$ cat src/rtl/e1fa_pkg.sv
package e1fa_pkg;

  typedef enum logic [1:0] {
    ST_HUNT     = 2'd0,
    ST_CHK_NFAS = 2'd1,
    ST_CHK_FAS  = 2'd2,
    ST_SYNC     = 2'd3
  } syncState_t;

  // control -> datapath
  typedef struct packed {
    logic realign;
  } ctlStrobe_t;

  // datapath -> control
  typedef struct packed {
    logic patHit;
    logic bit2One;
    logic checkPoint;
    logic fasPhase;
    logic resyncEdge;
  } dpFlags_t;

endpackage

$ cat src/rtl/e1fa_datapath.sv
module e1fa_datapath
  import e1fa_pkg::*;
#(
  parameter int TS_BITS  = 8,
  parameter int FRAME_TS = 32,
  parameter logic [TS_BITS-2:0] FAS_WORD = 7'b0011011
) (
  input  logic clk,
  input  logic rstN,
  input  logic bitIn,
  input  logic resyncIn,
  input  ctlStrobe_t strobe,
  output dpFlags_t flags,
  output logic [$clog2(TS_BITS*FRAME_TS)-1:0] pos
);
  localparam int FRAME_BITS = TS_BITS * FRAME_TS;
  localparam int POS_W      = $clog2(FRAME_BITS);
  localparam int WIN_W      = TS_BITS - 1;
  localparam logic [POS_W-1:0] CHK_POS     = POS_W'(TS_BITS - 1);
  localparam logic [POS_W-1:0] REALIGN_POS = POS_W'(TS_BITS);
  localparam logic [POS_W-1:0] LAST_POS    = POS_W'(FRAME_BITS - 1);

  logic [WIN_W-2:0] histQ;
  logic [WIN_W-1:0] nextWin;
  logic             fasPhQ;
  logic             resyncQ;

  assign nextWin = {histQ, bitIn};

  always_comb begin
    flags.patHit     = (nextWin == FAS_WORD);
    flags.bit2One    = nextWin[WIN_W-1];
    flags.checkPoint = (pos == CHK_POS);
    flags.fasPhase   = fasPhQ;
    flags.resyncEdge = resyncIn & ~resyncQ;
  end

  always_ff @(posedge clk or negedge rstN) begin
    if (!rstN) begin
      histQ   <= '0;
      resyncQ <= 1'b0;
    end else begin
      histQ   <= nextWin[WIN_W-2:0];
      resyncQ <= resyncIn;
    end
  end

  always_ff @(posedge clk or negedge rstN) begin
    if (!rstN) begin
      pos    <= '0;
      fasPhQ <= 1'b0;
    end else if (strobe.realign) begin
      pos    <= REALIGN_POS;
      fasPhQ <= 1'b1;
    end else if (pos == LAST_POS) begin
      pos    <= '0;
      fasPhQ <= ~fasPhQ;
    end else begin
      pos    <= pos + 1'b1;
    end
  end

endmodule

$ cat src/rtl/e1fa_control.sv
module e1fa_control
  import e1fa_pkg::*;
#(
  parameter int ERR_LIMIT = 3,
  parameter int ERR_W     = $clog2(ERR_LIMIT + 1)
) (
  input  logic       clk,
  input  logic       rstN,
  input  dpFlags_t   flags,
  input  logic       autoEn,
  input  logic       nfasChkEn,
  input  logic       mfRestart,
  output ctlStrobe_t strobe,
  output syncState_t stateQ,
  output logic [ERR_W-1:0] fasErrCnt,
  output logic [ERR_W-1:0] nfasErrCnt
);
  localparam logic [ERR_W-1:0] LIMIT = ERR_W'(ERR_LIMIT);

  syncState_t       stateNext;
  logic [ERR_W-1:0] fasErrNext, nfasErrNext;
  logic             inSync, errRestart, forceHunt;

  assign inSync = (stateQ == ST_SYNC);

  // error runs, evaluated only at the check point of an aligned frame
  always_comb begin
    fasErrNext  = fasErrCnt;
    nfasErrNext = nfasErrCnt;
    if (inSync && flags.checkPoint) begin
      if (flags.fasPhase) begin
        if (flags.patHit)           fasErrNext = '0;
        else if (fasErrCnt != LIMIT) fasErrNext = fasErrCnt + 1'b1;
      end else begin
        if (flags.bit2One)           nfasErrNext = '0;
        else if (nfasErrCnt != LIMIT) nfasErrNext = nfasErrCnt + 1'b1;
      end
    end
  end

  always_comb begin
    errRestart = 1'b0;
    if (autoEn && inSync && flags.checkPoint) begin
      if (flags.fasPhase)
        errRestart = !flags.patHit && (fasErrNext == LIMIT);
      else
        errRestart = nfasChkEn && !flags.bit2One && (nfasErrNext == LIMIT);
    end
  end

  assign forceHunt = flags.resyncEdge | mfRestart | errRestart;

  always_comb begin
    stateNext      = stateQ;
    strobe.realign = 1'b0;
    if (forceHunt) begin
      stateNext = ST_HUNT;
    end else begin
      unique case (stateQ)
        ST_HUNT: begin
          if (flags.patHit) begin
            stateNext      = ST_CHK_NFAS;
            strobe.realign = 1'b1;
          end
        end
        ST_CHK_NFAS: begin
          if (flags.checkPoint)
            stateNext = flags.bit2One ? ST_CHK_FAS : ST_HUNT;
        end
        ST_CHK_FAS: begin
          if (flags.checkPoint)
            stateNext = flags.patHit ? ST_SYNC : ST_HUNT;
        end
        ST_SYNC: stateNext = ST_SYNC;
        default: stateNext = ST_HUNT;
      endcase
    end
  end

  always_ff @(posedge clk or negedge rstN) begin
    if (!rstN) begin
      stateQ     <= ST_HUNT;
      fasErrCnt  <= '0;
      nfasErrCnt <= '0;
    end else begin
      stateQ <= stateNext;
      if (stateNext != ST_SYNC) begin
        fasErrCnt  <= '0;
        nfasErrCnt <= '0;
      end else begin
        fasErrCnt  <= fasErrNext;
        nfasErrCnt <= nfasErrNext;
      end
    end
  end

endmodule

$ cat src/rtl/e1_frame_sync.sv
module e1_frame_sync
  import e1fa_pkg::*;
#(
  parameter int TS_BITS   = 8,
  parameter int FRAME_TS  = 32,
  parameter logic [TS_BITS-2:0] FAS_WORD = 7'b0011011,
  parameter int ERR_LIMIT = 3
) (
  input  logic clk,
  input  logic rstN,
  input  logic bitIn,
  input  logic resyncIn,
  input  logic autoEn,
  input  logic nfasChkEn,
  input  logic mfRestart,
  input  logic mfReady,
  output logic [$clog2(TS_BITS)-1:0] bitCnt,
  output logic [$clog2(FRAME_TS)-1:0] tsCnt,
  output logic fasFrame,
  output logic frameStrobe,
  output logic losOut
);
  localparam int BIT_W = $clog2(TS_BITS);
  localparam int POS_W = $clog2(TS_BITS * FRAME_TS);
  localparam int ERR_W = $clog2(ERR_LIMIT + 1);

  ctlStrobe_t       strobe;
  dpFlags_t         flags;
  logic [POS_W-1:0] pos;
  syncState_t       stateQ;
  logic [ERR_W-1:0] fasErrCnt, nfasErrCnt;

  e1fa_datapath #(
    .TS_BITS(TS_BITS), .FRAME_TS(FRAME_TS), .FAS_WORD(FAS_WORD)
  ) u_dp (
    .clk(clk), .rstN(rstN), .bitIn(bitIn), .resyncIn(resyncIn),
    .strobe(strobe), .flags(flags), .pos(pos)
  );

  e1fa_control #(
    .ERR_LIMIT(ERR_LIMIT), .ERR_W(ERR_W)
  ) u_ctl (
    .clk(clk), .rstN(rstN), .flags(flags), .autoEn(autoEn),
    .nfasChkEn(nfasChkEn), .mfRestart(mfRestart), .strobe(strobe),
    .stateQ(stateQ), .fasErrCnt(fasErrCnt), .nfasErrCnt(nfasErrCnt)
  );

  assign bitCnt      = pos[BIT_W-1:0];
  assign tsCnt       = pos[POS_W-1:BIT_W];
  assign frameStrobe = (pos == '0);
  assign fasFrame    = flags.fasPhase;
  assign losOut      = (stateQ != ST_SYNC) | ~mfReady;

endmodule

$ cat config.mk
export PLATFORM = sky130hd
export DESIGN_NAME = e1_frame_sync
export DESIGN_NICKNAME = d
export VERILOG_FILES = /design/src/rtl/e1fa_pkg.sv /design/src/rtl/e1fa_datapath.sv /design/src/rtl/e1fa_control.sv /design/src/rtl/e1_frame_sync.sv
export SDC_FILE = /design/constraint.sdc
export NUM_CORES = 1
export LEC_CHECK = 0
export ABC_AREA = 1
export BUFFER_PORTS_ARGS = -buffer_cell sky130_fd_sc_hd__buf_2
export CAP_MARGIN = 10
export CORE_MARGIN = 2
export CORE_UTILIZATION = 54
export CTS_CLUSTER_DIAMETER = 120
export CTS_CLUSTER_SIZE = 10
export DETAILED_ROUTE_END_ITERATION = 16
export PLACE_DENSITY = 0.77
export RECOVER_POWER = 25
export SYNTH_ARGS = -nofsm -noshare
export SYNTH_HDL_FRONTEND = slang
export SYNTH_SLANG_ARGS = --single-unit
$ cat constraint.sdc
create_clock -name clk -period 1.8 [get_ports clk]
set_input_delay 0.36 -clock clk [delete_from_list [all_inputs] [get_ports clk]]
set_output_delay 0.36 -clock clk [all_outputs]
set_load 0.05 [all_outputs]
---- Word level (Yosys, flattened, before mapping) ----
Index checks and enable logic that the tools add are counted.
W data, S select, Z words.
storage, ports and cells
  register bits ........................... 22
  input bits .............................. 8
  output and inout port bits .............. 11
  logic and storage cells ................. 66
operators by class
  add/subtract/negate cells ............... 3
  equal/unequal tests ..................... 12
  multiplexer cells ....................... 26
  bitwise operators ....................... 7
  reductions and logical operators ........ 11
operator list
  cell                   number
  $mux W2                16
  $mux W8                2
  $add A8 B1 Y8 const B  1
  $eq A2 B2 Y1 const B   4
  $eq A8 B3 Y1 const B   1
  $eq A8 B8 Y1 const B   1
  $logic_not A8 Y1       1
  $ne A2 B2 Y1 const B   4
  $pmux W2 S4            1
  $eq A7 B5 Y1 const B   1
  $mux W1                7
  $logic_and A1 B1 Y1    6
  $add A2 B1 Y2 const B  2
  $not A1 Y1             3
  $or A1 B1 Y1           3
  $eq A2 B1 Y1 const B   1
  $logic_not A1 Y1       2
  $logic_not A2 Y1       1
  $reduce_bool A2 Y1     1
  $and A1 B1 Y1          1

---- Depth between registers and ports, before layout ----
Gate-level depths: netlist of run 1.
  depth in word-level cells ............... 13
  gate-level depth with buffers ........... 11
  mapped depth without buffers ............ 11

---- Modules after synthesis ----
A second synthesis of run 1 with hierarchy kept.
second synthesis, totals
  cells, all modules ...................... 138
  area total of the unflattened synthesis .. 1,108.6 um^2
modules (own cells, without submodules)
  module         times used  cells each  area an instance (um^2)  sequential area each (um^2)
  e1fa_datapath  1           73          670.6                    400.4
  e1fa_control   1           57          406.6                    150.1
  e1_frame_sync  1           8           31.3                     0.0

---- Worst setup path before layout of run 1 ----
Ideal clock, no wire load.
  kind .................................... register -> output
  from .................................... reg u_dp.pos[1]
  to ...................................... out frameStrobe
  arrival time ............................ 2.380 ns
  data required time ...................... 1.440 ns
  slack ................................... -0.940 ns
  stages on the path, launching flop included .. 5
  buffers on the path ..................... 0
  cells stage by stage .................... dfrtp_1 > inv_1 > ha_1 > inv_1 > nor4_1
between the ends
  longest elaborated chain between the ends .. 1
RTL lines
  what                    RTL line             RTL
  from (decl)             e1fa_datapath.sv:14  output logic [$clog2(TS_BITS*FRAME_TS)-1:0] pos
  from (signal assigned)  e1fa_datapath.sv:59  pos <= pos + 1'b1;
  $logic_not A8 Y1        e1_frame_sync.sv:50  assign frameStrobe = (pos == '0);
  to (decl)               e1_frame_sync.sv:20  output logic frameStrobe,
No other way between the ends.

---- Worst setup path after layout of run 1 ----
  from .................................... reg u_dp.pos[5]
  to ...................................... out frameStrobe
The elaborated chain is that of the path after synthesis.

==> results_dict.tcl, run 1 <==
set metrics [dict create \
    outcome "complete, no violations" \
    setup_viol 0 \
    fp.dieH_um 49.8 \
    worst_slew_pin_slew_ps 1140 \
    cts_buffers 3 \
    crit_path_max_fanout 6 \
    yosys.area.top_type_share 0.485 \
    dr.pass1.iters 4 \
    syn_inst 139 \
    clk_pin_slew_ps 120 \
    synth_top_area_cell "dfrtp_1" \
    ys_top_cells_by_area "dfrtp_1, inv_1, nand2_1" \
    endpoint_kind "output pin" \
    placementRows 16 \
    combinationalPowerShare 0.447 \
    p_seq_frac 0.363 \
    max-slew-margin-rel 0.239 \
    cts_tree "done" \
    ys_types 25 \
    power_leakage_nw 0.753 \
    finalHoldViolations 0 \
    whs_ps 158 \
    drc 0 \
    cellPowerDensity_nw_per_um2 1380 \
    path_class "reg -> out" \
    gp_congestion 0.873 \
    period_share 0.992 \
    vias 1002 \
    min-delay-path-class "in -> reg" \
    start_util 0.573 \
    routed_wl_um 2330 \
    ioPinCount 19 \
    root_buffer "clkbuf_4" \
    final-seq-area_um2 556 \
    fillCellCount 150 \
    fin_nets 178 \
    clockBufferDepth 2 \
    track_usage 0.206 \
    synth_seq_cells 22 \
    cts_max_level 1 \
    final_common_cell "inv_1" \
    critical_path.cell_chain "nor2_2 -> nand2_2 -> nor4_4 -> buf_6" \
    drt-vias-per-instance 5.16 \
    synth_area_um2 1130 \
    rsz0062_at_grt "yes" \
    layout-drive-gt1-share 0.305 \
    slowest_stage "dfrtp_1" \
    drt-wirelength-per-cell_um 12.0 \
    seq_area_frac_synth 0.485 \
    grt_pass1_wl_um 3950 \
    syn-mean-instance-area_um2 8.16 \
    min_period_ps 1790 \
    first_global_vias 968 \
    fin_skew_ps 0.923 \
    antennaDiodeCount 0 \
    switching_power_mw 0.887 \
    layout_common_cells "inv_1, nand2_1, dfrtp_1" \
    crit_arrival_ps 1430 \
    yosysWarnings 0 \
    pwr-share-clk 0.190 \
    critPathBufInv 1 \
    fmax_mhz 560 \
    clkSinkCount 22 \
    area_growth_pct 26.6 \
    syn_nets 149 \
    core-area_um2 1980 \
    utilization 0.725 \
    ctsHoldBuffers 0 \
    swShare 0.448 \
    dp_hpwl_um 1660 \
    crit_family "flip-flops" \
    portBuffers 18 \
    drt_iter0_markers 26 \
    antenna_left 0 \
    irDropWorstVdd_v 0.00146 \
    cp_data_required_time_ps 1440 \
    p_int_mw 1.09 \
    critPathLaunchType "flip-flop" \
    cap_viol_max_count 0 \
    die_x_um 49.8 \
    multi_input_area_um2 551 \
    slew_violations 0 \
    dieArea_um2 2480 \
    clkLatencyLatePin_ps 310 \
    max_stage_delay_ps 460 \
    antenna_found_initial 0 \
    gr-total-overflow 0 \
    grt_max_degree 23 \
    setup_tns_ps 0 \
]
## worst paths after layout
kind / start / to / slack [ps] / cells past startpoint
min in group asynchronous: rstN / u_dp.histQ[0] / 240 / 1
max in group asynchronous: rstN / u_dp.pos[6] / 810 / 1
min reg2reg: u_dp.histQ[4] / u_dp.histQ[5] / 390 / 0
min: resyncIn / u_dp.resyncQ / 160 / 1
max: u_dp.pos[5] / frameStrobe / 10 / 4
max reg2reg: u_dp.pos[5] / u_ctl.nfasErrCnt[0] / 100 / 8
## final cells by class
cell class,count,area share
flip-flops and latches,22,0.387
clock inverters,1,0.0209
clock buffers,3,0.0157
multi-input cells,88,0.383
repair buffers,23,0.0915
inverters,30,0.0784
well taps,27,0.0235
## cells in the mapped netlist
| cell | n |
|---|---|
| nor2_4 | 1 |
| nor3_1 | 2 |
| nor3_2 | 1 |
| o22ai_1 | 1 |
| ha_1 | 2 |
| o21ai_1 | 1 |
| xor2_1 | 2 |
| nand3_2 | 2 |
| nand3_4 | 2 |
| nor4_1 | 2 |
| dfrtp_1 | 22 |
| nand2_2 | 2 |
| o21ai_0 | 2 |
| inv_1 | 30 |
| o221ai_1 | 1 |
| nand2_1 | 28 |
| or2_2 | 1 |
| xnor2_1 | 1 |
| nand4_1 | 3 |
| a21oi_1 | 2 |
| nand3_1 | 7 |
| nor2_1 | 21 |
| a31oi_1 | 1 |
| and3_1 | 1 |
| nand4_2 | 1 |
## per-layer routing
metal / wire [µm] / part of all wire / global-route usage
met1: 1020 / 0.44 / 0.258
met2: 1140 / 0.49 / 0.362
met3: 109 / 0.047 / 0.0212
met4: 53 / 0.023 / 0.0833
met5: 0 / 0 / 0
## power groups by stage
| stage | clock (mW) | sequential [mW] | combinational (mW) |
|---|---|---|---|
| after CTS | 0.377 | 0.706 | 0.796 |
| final | 0.376 | 0.717 | 0.885 |
| after detailed placement | 0 | 0.718 | 0.767 |
| after global routing | 0.406 | 0.734 | 0.961 |
| after global placement | 0 | 0.714 | 0.760 |
| after floorplan | 0 | 0.982 | 0.327 |
## worst register-to-register path: cells and delay by family, from the launching register on
family | cells | cell delay (ps)
AOI/OAI and AO/OA | 1 | 160
buffers and inverters | 1 | 150
and+or+nand+nor | 6 | 810
DFF | 1 | 460
## registers in the layout, indices dropped and copies added, names as in the netlist
name / cells
u_dp.histQ: 6
u_dp.fasPhQ: 1
u_dp.resyncQ: 1
u_dp.pos: 8
u_ctl.fasErrCnt: 2
u_ctl.stateQ: 2
u_ctl.nfasErrCnt: 2
## stage by stage
stage          setup WS [ps]  instance area [µm²]  cells  power (mW)
3_5_place_dp             136                 1280    184        1.49
6_report                13.8                 1440    194        1.98
4_1_cts                 4.17                 1340    189        1.88
2_1_floorplan           11.1                 1150    139        1.31
5_1_grt                -63.2                 1440    194        2.10
3_3_place_gp             228                 1280    184        1.47
## what timing repair did
action / 4_1_cts / 5_1_grt
setup buffers: 1 / 4
hold endpoints to repair: 0 / 0
setup endpoints to repair: 1 / 16
gates cloned: 0 / 1
resized for setup: 3 / 14
pin swaps: 0 / 5
## kinds of logic after synthesis
| family | Yosys count | share of synthesized area |
|---|---|---|
| compound gates | 8 | 0.0408 |
| xor+xnor | 3 | 0.0232 |
| fa+ha+maj | 2 | 0.0220 |
| buf+inv | 30 | 0.0992 |
| flops | 22 | 0.485 |
| simple gates | 74 | 0.330 |
Power figures use the tool's default switching activity.
==> inputs of run 2 (changes only) <==
Settings changed: ABC_AREA 1 to unset, CORE_MARGIN 2 to unset.
==> run 2 against run 1 <==
  * The flow now finishes with violations (negative setup slack)
  * Clock power increased by 2%
  * Maximum frequency decreased by 15%
  * Core utilization increased by 2.0 points
  * Wire length is 23% higher
  * Combinational power is 9.8% higher
  * Die area is 8.8% lower
  * Synthesized cell count fell by 21%
  * Total power is 5.0% higher
  * Sequential share of layout area fell by 0.32 points
  * Area after synthesis decreased by 1.1%
  * Register-to-register slack lost 260 ps
  * Sequential cell count unchanged
  * Critical endpoint unchanged
==> results_dict.tcl, run 2 <==
set metrics [dict create \
    clkLatencyLatePin_ps 310 \
    core-area_um2 1960 \
    ys_types 37 \
    antenna_found_initial 0 \
    grt_max_degree 23 \
    clkSinkCount 22 \
    ys_top_cells_by_area "dfrtp_1, nand2_1, nand3_1" \
    period_share 1.17 \
    dieArea_um2 2260 \
    seq_area_frac_synth 0.491 \
    drc 0 \
    outcome "complete, but fails checks" \
    yosysWarnings 0 \
    violations "negative setup slack" \
    cts_tree "done" \
    fin_skew_ps 5.10 \
    p_seq_frac 0.347 \
    grt_pass1_wl_um 4550 \
    whs_ps 154 \
    root_buffer "clkbuf_4" \
    largest_register_ff_count 8 \
    setup_viol 7 \
    fmax_mhz 474 \
    critPathLaunchType "flip-flop" \
    cp_data_required_time_ps 1440 \
    synth_top_area_cell "dfrtp_1" \
    rsz0062_at_grt "yes" \
    largestRegisters "u_dp.pos: 8 flops, u_dp.histQ: 6 flops" \
    yosys.area.top_type_share 0.491 \
    cellPowerDensity_nw_per_um2 1420 \
    power_leakage_nw 0.632 \
    p_int_mw 1.18 \
    worst_slew_pin_slew_ps 1160 \
    endpoint_kind "output pin" \
    drt_iter0_markers 36 \
    antennaDiodeCount 0 \
    portBuffers 18 \
    fin_ws_ps -308 \
    finalHoldViolations 0 \
    design_area_um2 1460 \
    r2r_setup_slack_ps -160 \
    fp.dieH_um 47.6 \
    clockBufferDepth 2 \
    drt-wirelength-per-cell_um 17.2 \
    vias 1029 \
    fin_cells 167 \
    dr.pass1.iters 4 \
    fin_nets 151 \
    crit_arrival_ps 1750 \
    min_period_ps 2110 \
    irDropWorstVdd_v 0.00108 \
    synth_edf_count 0 \
    ys.flop_type "dfrtp_1" \
    max-slew-margin-rel 0.226 \
    final_common_cell "buf_2" \
    placed_cell_area_um2 1320 \
    cap_viol_max_count 0 \
    pwr-share-clk 0.184 \
    path_class "reg -> out" \
    placementRows 16 \
    yosysMostFrequentCell "dfrtp_1" \
    gp_congestion 0.913 \
    switching_power_mw 0.899 \
    syn-mean-instance-area_um2 10.2 \
    syn_inst 110 \
    ioPinCount 19 \
    antenna_left 0 \
    drt-vias-per-instance 6.16 \
    first_global_vias 992 \
    cts_buffers 3 \
    area_growth_pct 30.2 \
    track_usage 0.299 \
    start_util 0.572 \
    min-delay-path-class "in -> reg" \
    crit_path_max_fanout 3 \
    async_flop_share 1.00 \
    regMostFlops "u_dp.pos" \
    layout-drive-gt1-share 0.364 \
    layout_common_cells "buf_2, dfrtp_1, nand2_1, buf_4" \
    clk_pin_slew_ps 130 \
    dp.cells 160 \
    syn_nets 120 \
    gr-total-overflow 0 \
    synth_seq_cells 22 \
    routed_wl_um 2870 \
    swShare 0.433 \
    dp_hpwl_um 1880 \
    slew_violations 0 \
    synth_area_um2 1120 \
    cts_max_level 1 \
    synth_commonest_cells "dfrtp_1, nand2_1, inv_1, nand3_1, nor3_1" \
    combinationalPowerShare 0.468 \
    die_x_um 47.6 \
]
[run 2: changes by cell type after synthesis, sizes merged, moves of 3 or more]
cell,delta
inv,-22
nand2,-21
nor2,-20
nand3,-5
nor3,+4
and2,+3
and4,+3
clkbuf,+3
[run 2: logic make-up (layout without fill, tap and decap cells)]
kind of cell	Yosys count	after routing	share of synthesized area
xor+xnor	6	6	0.0468
buf+inv	11	40	0.0368
simple gates	51	52	0.295
fa+ha+maj	2	2	0.0223
flops	22	22	0.491
mux	1	1	0.00892
compound gates	17	17	0.0992
[run 2: layout make-up]
cell class              instances  area, µm²
inverters                       8       30.0
flip-flops and latches         22        561
clock buffers                   3       22.5
well taps                      27       33.8
multi-input cells              78        613
fillers                       150        500
clock inverters                 1       30.0
repair buffers                 28        171
[run 2: power groups by stage]
stage / clock, mW / combinational (mW) / sequential [mW]
after CTS: 0.384 / 0.948 / 0.718
after global placement: 0 / 0.890 / 0.720
final: 0.383 / 0.972 / 0.721
after global routing: 0.408 / 1.03 / 0.734
after floorplan: 0 / 0.380 / 0.974
after detailed placement: 0 / 0.911 / 0.728
[run 2: through the flow]
stage / power (mW) / TNS [ps] / utilization / worst slack, ps
3_5_place_dp: 1.64 / -330 / 0.673 / -66.4
3_3_place_gp: 1.61 / -100 / 0.673 / -23.6
4_1_cts: 2.05 / -1410 / 0.734 / -312
5_1_grt: 2.18 / -1640 / 0.745 / -353
2_1_floorplan: 1.35 / -1120 / - / -297
6_report: 2.08 / -1150 / 0.745 / -308
[run 2: timing repair]
action,CTS,global route
endpoints found under the hold margin,22,0
resized for setup,8,5
cloned,1,0
setup endpoints to repair,9,14
buffers inserted,1,0
hold buffers,1,0
pin swaps,4,10
[run 2: worst paths after layout]
kind                                from             endpoint  cells past startpoint
max                          u_dp.pos[7]          frameStrobe                      3
min                             resyncIn         u_dp.resyncQ                      1
max reg2reg                  u_dp.pos[7]  u_ctl.nfasErrCnt[0]                      4
min reg2reg                u_dp.histQ[2]        u_dp.histQ[3]                      0
max in group asynchronous           rstN          u_dp.pos[6]                      2
min in group asynchronous           rstN        u_dp.histQ[3]                      2
[run 2: routing by layer]
layer / vias to the layer above / part of all wire / GRT usage
li1: 467 / - / -
met1: 500 / 0.40 / 0.368
met2: 52 / 0.52 / 0.504
met3: 10 / 0.052 / 0.0528
met4: 0 / 0.023 / 0.156
met5: - / 0 / 0
[run 2: worst max-delay path: stages, from the launching register on]
cell and delay (ps):
dfrtp_2 420, or4_4 560, nor4b_4 250, buf_6 200
